## src/rtl/wdog_pkg.sv

```systemverilog
package wdog_pkg;
  typedef enum logic [1:0] {
    CAUSE_NONE    = 2'b00,
    CAUSE_TIMEOUT = 2'b01,
    CAUSE_EARLY   = 2'b10,
    CAUSE_POWER   = 2'b11
  } cause_e;
endpackage

```

## src/rtl/wdog_ms_tick.sv

```systemverilog
module wdog_ms_tick #(
  parameter int TICKS_PER_MS = 1
) (
  input  logic clk_i,
  input  logic rst_ni,
  input  logic tick_i,
  output logic ms_tick_o
);
  localparam int CNT_W = (TICKS_PER_MS > 1) ? $clog2(TICKS_PER_MS) : 1;
  localparam logic [CNT_W-1:0] LAST = CNT_W'(TICKS_PER_MS - 1);

  logic [CNT_W-1:0] cnt_q;
  logic             wrap;

  assign wrap      = (cnt_q == LAST);
  assign ms_tick_o = tick_i && wrap;

  always_ff @(posedge clk_i or negedge rst_ni) begin
    if (!rst_ni)     cnt_q <= '0;
    else if (tick_i) cnt_q <= wrap ? '0 : cnt_q + 1'b1;
  end
endmodule

```

## src/rtl/wdog_pg_filter.sv

```systemverilog
module wdog_pg_filter #(
  parameter int FILT_MS = 1
) (
  input  logic clk_i,
  input  logic rst_ni,
  input  logic pwr_good_i,
  input  logic ms_tick_i,
  output logic pg_fail_o
);
  localparam int LOW_MAX = FILT_MS + 1;
  localparam int LOW_W   = $clog2(LOW_MAX + 1);

  logic             pg_meta_q, pg_sync_q;
  logic [LOW_W-1:0] low_cnt_q;

  always_ff @(posedge clk_i or negedge rst_ni) begin
    if (!rst_ni) begin
      pg_meta_q <= 1'b0;
      pg_sync_q <= 1'b0;
    end else begin
      pg_meta_q <= pwr_good_i;
      pg_sync_q <= pg_meta_q;
    end
  end

  // count ms ticks seen while supply is low; saturate at the trip level
  always_ff @(posedge clk_i or negedge rst_ni) begin
    if (!rst_ni)        low_cnt_q <= '0;
    else if (pg_sync_q) low_cnt_q <= '0;
    else if (ms_tick_i && (low_cnt_q != LOW_W'(LOW_MAX)))
      low_cnt_q <= low_cnt_q + 1'b1;
  end

  assign pg_fail_o = (low_cnt_q == LOW_W'(LOW_MAX));
endmodule

```

## src/rtl/wdog_ctrl.sv

```systemverilog
module wdog_ctrl
  import wdog_pkg::*;
#(
  parameter int CODE_W  = 4,
  parameter int BASE_MS = 32,
  parameter int WIN_MS  = 2,
  parameter int RST_MS  = 100
) (
  input  logic              clk_i,
  input  logic              rst_ni,
  input  logic              ms_tick_i,
  input  logic              pg_fail_i,
  input  logic              ack_i,
  input  logic              clr_i,
  input  logic [CODE_W-1:0] code_i,
  output logic              in_reset_o,
  output logic [1:0]        cause_o
);
  localparam int MAX_LIMIT = (2 ** CODE_W) * BASE_MS;
  localparam int WD_W      = $clog2(MAX_LIMIT + 1);
  localparam int RST_W     = $clog2(RST_MS + 1);

  logic             in_reset_q, in_reset_d;
  logic [RST_W-1:0] rst_cnt_q, rst_cnt_d;
  logic [WD_W-1:0]  wd_cnt_q, wd_cnt_d;
  logic             ack_seen_q, ack_seen_d;
  cause_e           cause_q, cause_d;

  logic [WD_W-1:0]  limit;
  logic             early, expire, rst_done;

  assign limit    = (WD_W'(code_i) + WD_W'(1)) * WD_W'(BASE_MS);
  assign early    = ack_i && ack_seen_q && (wd_cnt_q < WD_W'(WIN_MS));
  assign expire   = ms_tick_i && (({1'b0, wd_cnt_q} + (WD_W+1)'(1)) >= {1'b0, limit});
  assign rst_done = ms_tick_i && (rst_cnt_q == RST_W'(RST_MS - 1));

  always_comb begin
    in_reset_d = in_reset_q;
    rst_cnt_d  = rst_cnt_q;
    wd_cnt_d   = wd_cnt_q;
    ack_seen_d = ack_seen_q;
    cause_d    = clr_i ? CAUSE_NONE : cause_q;
    if (pg_fail_i) begin
      in_reset_d = 1'b1;
      rst_cnt_d  = '0;
      cause_d    = CAUSE_POWER;
    end else if (in_reset_q) begin
      if (rst_done) begin
        in_reset_d = 1'b0;
        rst_cnt_d  = '0;
        wd_cnt_d   = '0;
        ack_seen_d = 1'b0;
      end else if (ms_tick_i) begin
        rst_cnt_d = rst_cnt_q + 1'b1;
      end
    end else if (early) begin
      in_reset_d = 1'b1;
      rst_cnt_d  = '0;
      cause_d    = CAUSE_EARLY;
    end else if (ack_i) begin
      // ack beats a coinciding tick
      wd_cnt_d   = '0;
      ack_seen_d = 1'b1;
    end else if (expire) begin
      in_reset_d = 1'b1;
      rst_cnt_d  = '0;
      cause_d    = CAUSE_TIMEOUT;
    end else if (ms_tick_i) begin
      wd_cnt_d = wd_cnt_q + 1'b1;
    end
  end

  always_ff @(posedge clk_i or negedge rst_ni) begin
    if (!rst_ni) begin
      in_reset_q <= 1'b1;
      rst_cnt_q  <= '0;
      wd_cnt_q   <= '0;
      ack_seen_q <= 1'b0;
      cause_q    <= CAUSE_POWER;
    end else begin
      in_reset_q <= in_reset_d;
      rst_cnt_q  <= rst_cnt_d;
      wd_cnt_q   <= wd_cnt_d;
      ack_seen_q <= ack_seen_d;
      cause_q    <= cause_d;
    end
  end

  assign in_reset_o = in_reset_q;
  assign cause_o    = cause_q;
endmodule

```

## src/rtl/mcu_wdog.sv

```systemverilog
module mcu_wdog #(
  parameter int TICKS_PER_MS = 1,
  parameter int CODE_W       = 4,
  parameter int BASE_MS      = 32,
  parameter int WIN_MS       = 2,
  parameter int RST_MS       = 100,
  parameter int FILT_MS      = 1
) (
  input  logic              clk_i,
  input  logic              rst_ni,
  input  logic              pwr_good_i,
  input  logic              tick_i,
  input  logic              ack_i,
  input  logic [CODE_W-1:0] tmo_code_i,
  input  logic              stat_clr_i,
  output logic [1:0]        cause_o,
  output logic              wdg_rst_no
);
  logic ms_tick;
  logic pg_fail;
  logic in_reset;

  wdog_ms_tick #(.TICKS_PER_MS(TICKS_PER_MS)) u_tick (
    .clk_i    (clk_i),
    .rst_ni   (rst_ni),
    .tick_i   (tick_i),
    .ms_tick_o(ms_tick)
  );

  wdog_pg_filter #(.FILT_MS(FILT_MS)) u_pg (
    .clk_i     (clk_i),
    .rst_ni    (rst_ni),
    .pwr_good_i(pwr_good_i),
    .ms_tick_i (ms_tick),
    .pg_fail_o (pg_fail)
  );

  wdog_ctrl #(
    .CODE_W (CODE_W),
    .BASE_MS(BASE_MS),
    .WIN_MS (WIN_MS),
    .RST_MS (RST_MS)
  ) u_ctrl (
    .clk_i     (clk_i),
    .rst_ni    (rst_ni),
    .ms_tick_i (ms_tick),
    .pg_fail_i (pg_fail),
    .ack_i     (ack_i),
    .clr_i     (stat_clr_i),
    .code_i    (tmo_code_i),
    .in_reset_o(in_reset),
    .cause_o   (cause_o)
  );

  // drive low or release only
  assign wdg_rst_no = ~in_reset;
endmodule

```

## config.mk

```make
export PLATFORM = sky130hd
export DESIGN_NAME = mcu_wdog
export DESIGN_NICKNAME = d
export VERILOG_FILES = /design/src/rtl/wdog_pkg.sv /design/src/rtl/wdog_ms_tick.sv /design/src/rtl/wdog_pg_filter.sv /design/src/rtl/wdog_ctrl.sv /design/src/rtl/mcu_wdog.sv
export SDC_FILE = /design/constraint.sdc
export NUM_CORES = 1
export LEC_CHECK = 0
export CELL_PAD_IN_SITES_DETAIL_PLACEMENT = 0
export CELL_PAD_IN_SITES_GLOBAL_PLACEMENT = 2
export CORE_UTILIZATION = 37
export CTS_CLUSTER_SIZE = 25
export DETAILED_ROUTE_END_ITERATION = 8
export GPL_ROUTABILITY_DRIVEN = 1
export GPL_TIMING_DRIVEN = 0
export PLACE_DENSITY_LB_ADDON = 0.1
export SETUP_SLACK_MARGIN = 0.2
export SLEW_MARGIN = 20
export SYNTH_ARGS = -nofsm -noshare
export SYNTH_HDL_FRONTEND = slang
export SYNTH_HIERARCHICAL = 1
export SYNTH_SLANG_ARGS = --single-unit
```

## constraint.sdc

```tcl
create_clock -name clk_i -period 3.3 [get_ports clk_i]
set_input_delay 0.825 -clock clk_i [delete_from_list [all_inputs] [get_ports clk_i]]
set_output_delay 0.825 -clock clk_i [all_outputs]
set_load 0.05 [all_outputs]
```

Word-level counts from Yosys, hierarchy flattened

Cells that the tools add are included.

Register bits after elaboration: 26
Bits of input ports: 10
Output and inout bits: 3
Word-level logic and storage cells: 73

Add/subtract/negate cells: 6
Order comparisons: 2
Equality and inequality tests: 8
Muxes and demuxes: 32
Bitwise logic cells: 3
Reduce and logical (&&, ||, !) cells: 13

Operators with widths:

| kind                                                                   | number |
|---|---|
| 10-bit 2-to-1 mux                                                      | 6 |
| 7-bit 2-to-1 mux                                                       | 7 |
| 2-bit 2-to-1 mux                                                       | 8 |
| 10-bit by 1-bit adder with 11-bit output (second input constant)       | 1 |
| 11-bit by 10-bit greater-or-equal comparator with 1-bit output         | 1 |
| 1-bit 2-to-1 mux                                                       | 11 |
| 10-bit by 1-bit adder with 10-bit output (second input constant)       | 1 |
| 10-bit by 2-bit < comparator with 1-bit output (second input constant) | 1 |
| 7-bit by 1-bit adder with 7-bit output (second input constant)         | 1 |
| 7-bit equality test (second input constant)                            | 1 |
| 1-bit logical AND                                                      | 6 |
| 4-bit by 1-bit adder with 5-bit output (second input constant)         | 1 |
| 5-bit AND reduction                                                    | 1 |
| 2-bit != test (second input constant)                                  | 2 |
| 4-bit by 1-bit != test with 1-bit output (second input constant)       | 1 |
| 4-bit by 3-bit != test with 1-bit output (second input constant)       | 1 |
| 4-bit AND reduction                                                    | 1 |
| 2-bit nonzero test                                                     | 2 |
| 4-bit nonzero test                                                     | 1 |
| 3-bit by 2-bit != test with 1-bit output (second input constant)       | 1 |
| 1-bit inverter                                                         | 3 |
| 3-bit AND reduction                                                    | 1 |
| 3-bit nonzero test                                                     | 1 |
| 2-bit by 1-bit adder with 2-bit output (second input constant)         | 1 |
| other kinds (3)                                                        | 3 |

Depth between registers and ports, before layout

Depth after elaboration: 8
Depth in mapped cells: 13
Depth with buffers taken out: 12

By module

Netlist, hierarchy kept.

Modules (own cells, without submodules):

| module         | times used | cells each | area an instance (µm²) |
|---|---|---|---|
| wdog_ctrl      | 1          | 151        | 1438.9 |
| wdog_pg_filter | 1          | 13         | 180.2 |
| wdog_ms_tick   | 1          | 1          | 7.5 |
| mcu_wdog       | 1          | 1          | 3.8 |

Least setup slack after synthesis

No wires, ideal clock.

Path kind: reg2reg
From: reg u_ctrl.wd_cnt_q[2]
To: reg u_ctrl.wd_cnt_q[6]
Library setup time: 0.126 ns
Data arrival time: 2.830 ns
Required time: 3.174 ns
Path slack: 0.344 ns
Cell stages (with the launch flop): 14
Clock period less this slack: 2.956 ns
Path through: dfrtp_1 buf_4 and3_2 nand3_1 nor2_1 and3_1 xor2_1 ha_1 nand3_1 or4_4 and3_4 buf_6 and3_4 a221o_1

Word-level cells in the longest chain between the ends: 6
Elaborated cells between the ends (all ways): 14
Those cells by class: add/sub: 2; order compare: 2; eq/ne: 2; mux: 5; reduce/logical: 3

Ends and longest elaborated chain:

| element                                                                                          | line            | text |
|---|---|---|
| from (decl)                                                                                      | wdog_ctrl.sv:25 | `logic [WD_W-1:0] wd_cnt_q, wd_cnt_d;` |
| from (signal assigned)                                                                           | wdog_ctrl.sv:83 | `wd_cnt_q <= wd_cnt_d;` |
| parallel branches: the longest is 6 deep, another holds 10-bit by 1-bit adder with 11-bit output | -               |  |

Several ways; the timed one is not identified. The select of a mux whose other input is x is not followed.
A chain may end at the register's enable or synchronous reset.

Final worst setup path

From: in tmo_code_i[3]
To: reg u_ctrl.wd_cnt_q[6]

Word-level cells in the longest chain between the ends: 5

Ends and longest elaborated chain:

| element                                                        | line            | text |
|---|---|---|
| from (decl)                                                    | mcu_wdog.sv:14  | `input logic [CODE_W-1:0] tmo_code_i,` |
| 4-bit by 1-bit adder with 5-bit output                         | wdog_ctrl.sv:32 | `assign limit = (WD_W'(code_i) + WD_W'(1)) * WD_W'(BASE_MS);` |
| 11-bit by 10-bit greater-or-equal comparator with 1-bit output | wdog_ctrl.sv:34 | `assign expire = ms_tick_i && (({1'b0, wd_cnt_q} + (WD_W+1)'(1)) >= {1'b0, limit});` |
| 1-bit logical AND                                              | wdog_ctrl.sv:34 |  |
| 3-bit by 2-bit != test with 1-bit output (no line)             | -               |  |
| 5-bit AND reduction (no line)                                  | -               |  |

No other way between the ends.

==> qor.yml <==
wl_um: 3342
coreArea_sq_um: 4115
grt_first_pass_wirelength_um: 5816
clockBufferDepth: 2
cts_made_buffers: 3
drt-wirelength-per-cell_um: 14.16
cp_max_fo: 8
final_cells: 236
clk_pin_slew_worst_paths_ns: 0.09
p_seq_share_pct: 41.1
place.port_buffers: 11
reg2reg_from: "u_ctrl/wd_cnt_q[2]"
gp_congestion: 0.7632
yosys_warnings: 6
area_growth_pct: 23.25
finalHoldViolations: 0
status: "finished, final reports clean"
htreeDepth: 1
syn_avg_cell_area_sq_um: 9.821
hp-class: "reg -> reg"
synth-seq-cells: 25
grt_pass1_vias: 1323
synth_cells: 166
cts_tree: "built"
num_vias: 1319
relSlewSlack_pct: 62.69
yosys-top-cells-area: "dfrtp_1 (34%), ha_1 (7.7%), dfstp_2 (4.8%)"
drive_gt1_share_pct: 25.81
vias_per_cell: 5.589
clock_latency_ns: 0.27
setup-violations-final: 0
finClkSkew_ns: 0.001365
required_ns: 3.46
critPathKind: "in -> reg"
placed_area_sq_um: 1798
die_y_um: 68.38
drv_cap: 0
ant_nets: 0
vdd_drop_max_mv: 0.2872
switchingPower_mw: 0.4546
rsz0062_at_grt: "false"
synth_top_cell_by_area: "dfrtp_1"
yosysTopAreaCellShare_pct: 33.77
diodes: 0
r2r_slack_ns: 0.33
rows: 23
num-nets-final: 207
antenna_found_initial: 0
power_density_nw_per_um2: 579.5
fin_crit_ns: 2.988
r2r_cells: 13
place_hpwl_um: 2424
synth-edff-count: 0
cp-start-kind: "input pin"
final_area_sq_um: 2009
grt_max_degree: 26
fmax_ghz: 0.3347
synthArstFlopShare_pct: 100.0
combPwrFrac_pct: 43.1
ys_types: 46
syn_area_sq_um: 1630
route.detailed.drc: 0
crit_path_end_kind: "register"
initial_utilization_pct: 39.62
finalCritPeriodShare_pct: 90.54
slew_violations: 0
die_w_um: 68.38
p_leak_nw: 0.9344
dieArea_sq_um: 4676
whs_ns: 0.3657
holdCritStartpoint: "u_pg/pg_meta_q"
p_int_mw: 0.7098
root_buffer: "clkbuf_8"
drt-initial-drc-count: 67
hold_depth: 0
dp.cells: 227
clock_sinks: 25
track_usage_pct: 16.74
worst_pin_slew_ns: 0.5596
firstDrtPassIters: 4
reg2reg_to: "u_ctrl/wd_cnt_q[6]"
min_to: "u_pg/pg_sync_q"
io_pins: 13
syn_nets: 186
p_clk_share_pct: 15.8
yosysSeqAreaShare_pct: 38.60
grt.overflow.total: 0
synth_ff_type: "dfrtp_1"
critPathArrivalTime_ns: 3.15
swShare_pct: 39.04
## registers in the layout, summed over array words and instances, names as in the netlist
name               cells
u_ctrl/cause_o         2
u_pg/low_cnt_q         2
u_pg/pg_meta_q         1
u_ctrl/wd_cnt_q       10
u_pg/pg_sync_q         1
u_ctrl/rst_cnt_q       7
u_ctrl/in_reset_o      1
u_ctrl/ack_seen_q      1
## layout make-up
type                       instances  area, sq um
buffer                             4        31.28
clock buffer                       3        41.29
clock inverter                     1        5.005
fill                             407         2106
inverter                          10        37.54
multi-input combinational        127         1045
sequential                        25        631.9
tap                               50        62.56
timing repair buffer              16        155.1
## Yosys cell counts, types with 4 or more instances
cell      count
dfrtp_1      22
nand3_1      14
nand2_1      12
ha_1         10
inv_1        10
a21oi_1       9
nor2_1        8
nand2b_1      5
xor2_1        5
a21o_1        4
a22o_1        4
and3_1        4
nor2b_1       4
xnor2_1       4
## metrics by stage
stage / TNS, ns / worst slack, ns / util [%] / total power, mW
after floorplan: 0 / 0.3440 / - / 0.7897
after global placement: -2.289 / -0.2050 / 43.81 / 0.9074
after detailed placement: -2.469 / -0.2173 / 43.69 / 0.9148
after CTS: 0 / 0.2106 / 46.06 / 1.137
after global routing: 0 / 0.2134 / 48.83 / 1.260
final: 0 / 0.3121 / 48.83 / 1.164
## worst max path at each step
stage / from / to / depth (start not counted)
3_5_place_dp: tmo_code_i[0] / u_ctrl/wd_cnt_q[0] / 9
5_1_grt: u_ctrl/wd_cnt_q[0] / u_ctrl/wd_cnt_q[7] / 13
6_report: tmo_code_i[3] / u_ctrl/wd_cnt_q[6] / 9
2_1_floorplan: u_ctrl/wd_cnt_q[2] / u_ctrl/wd_cnt_q[6] / 13
4_1_cts: u_ctrl/wd_cnt_q[0] / u_ctrl/wd_cnt_q[6] / 13
3_3_place_gp: tmo_code_i[0] / u_ctrl/wd_cnt_q[0] / 9
## power groups by stage
stage	Combinational, mW	Sequential [mW]	Clock, mW
global placement	0.426	0.481	0
global route	0.559	0.494	0.206
CTS	0.463	0.481	0.194
finish	0.502	0.479	0.184
detailed placement	0.431	0.484	0
floorplan	0.297	0.493	0
## critical path, cell delays in order
cell,delay (ns)
clkdlybuf4s50_1,0.46
xor2_1,0.18
ha_1,0.31
nand3_2,0.09
or4_4,0.57
and3_4,0.17
buf_6,0.13
and3_4,0.17
a221o_1,0.26
## per-layer routing
metal / global-route usage [%] / up-vias / wire length (um)
met4: 4.948 / 0 / 32
met5: 0 / - / 0
met2: 25.86 / 21 / 1454
met3: 3.000 / 4 / 111
met1: 23.59 / 648 / 1744
li1: - / 646 / -
## placed cells by master, fill, tap and decap left out, types with 6 or more instances in the layout
cell type        instances
inv_1                   10
nand2_1                 11
dfrtp_1                 20
clkdlybuf4s50_1          7
a21oi_1                  9
ha_1                     6
buf_4                    6
nor2_1                   7
nand3_1                 10
## cell families (layout without fill, tap and decap cells)
kind of cell / after synthesis / after routing / share of synthesized area, %
xor+xnor: 9 / 9 / 4.835
buf+inv: 14 / 34 / 4.221
fa+ha+maj: 10 / 10 / 7.675
mux: 5 / 5 / 3.761
flops: 25 / 25 / 38.60
compound gates: 32 / 32 / 15.35
simple gates: 71 / 71 / 25.56
## repair_timing
action	CTS	global route
pin swaps	4	3
buffers inserted	2	3
hold buffers	0	0
setup endpoints to repair	16	14
resized for setup	8	16
No activity file was read; power rests on OpenSTA's default activity.
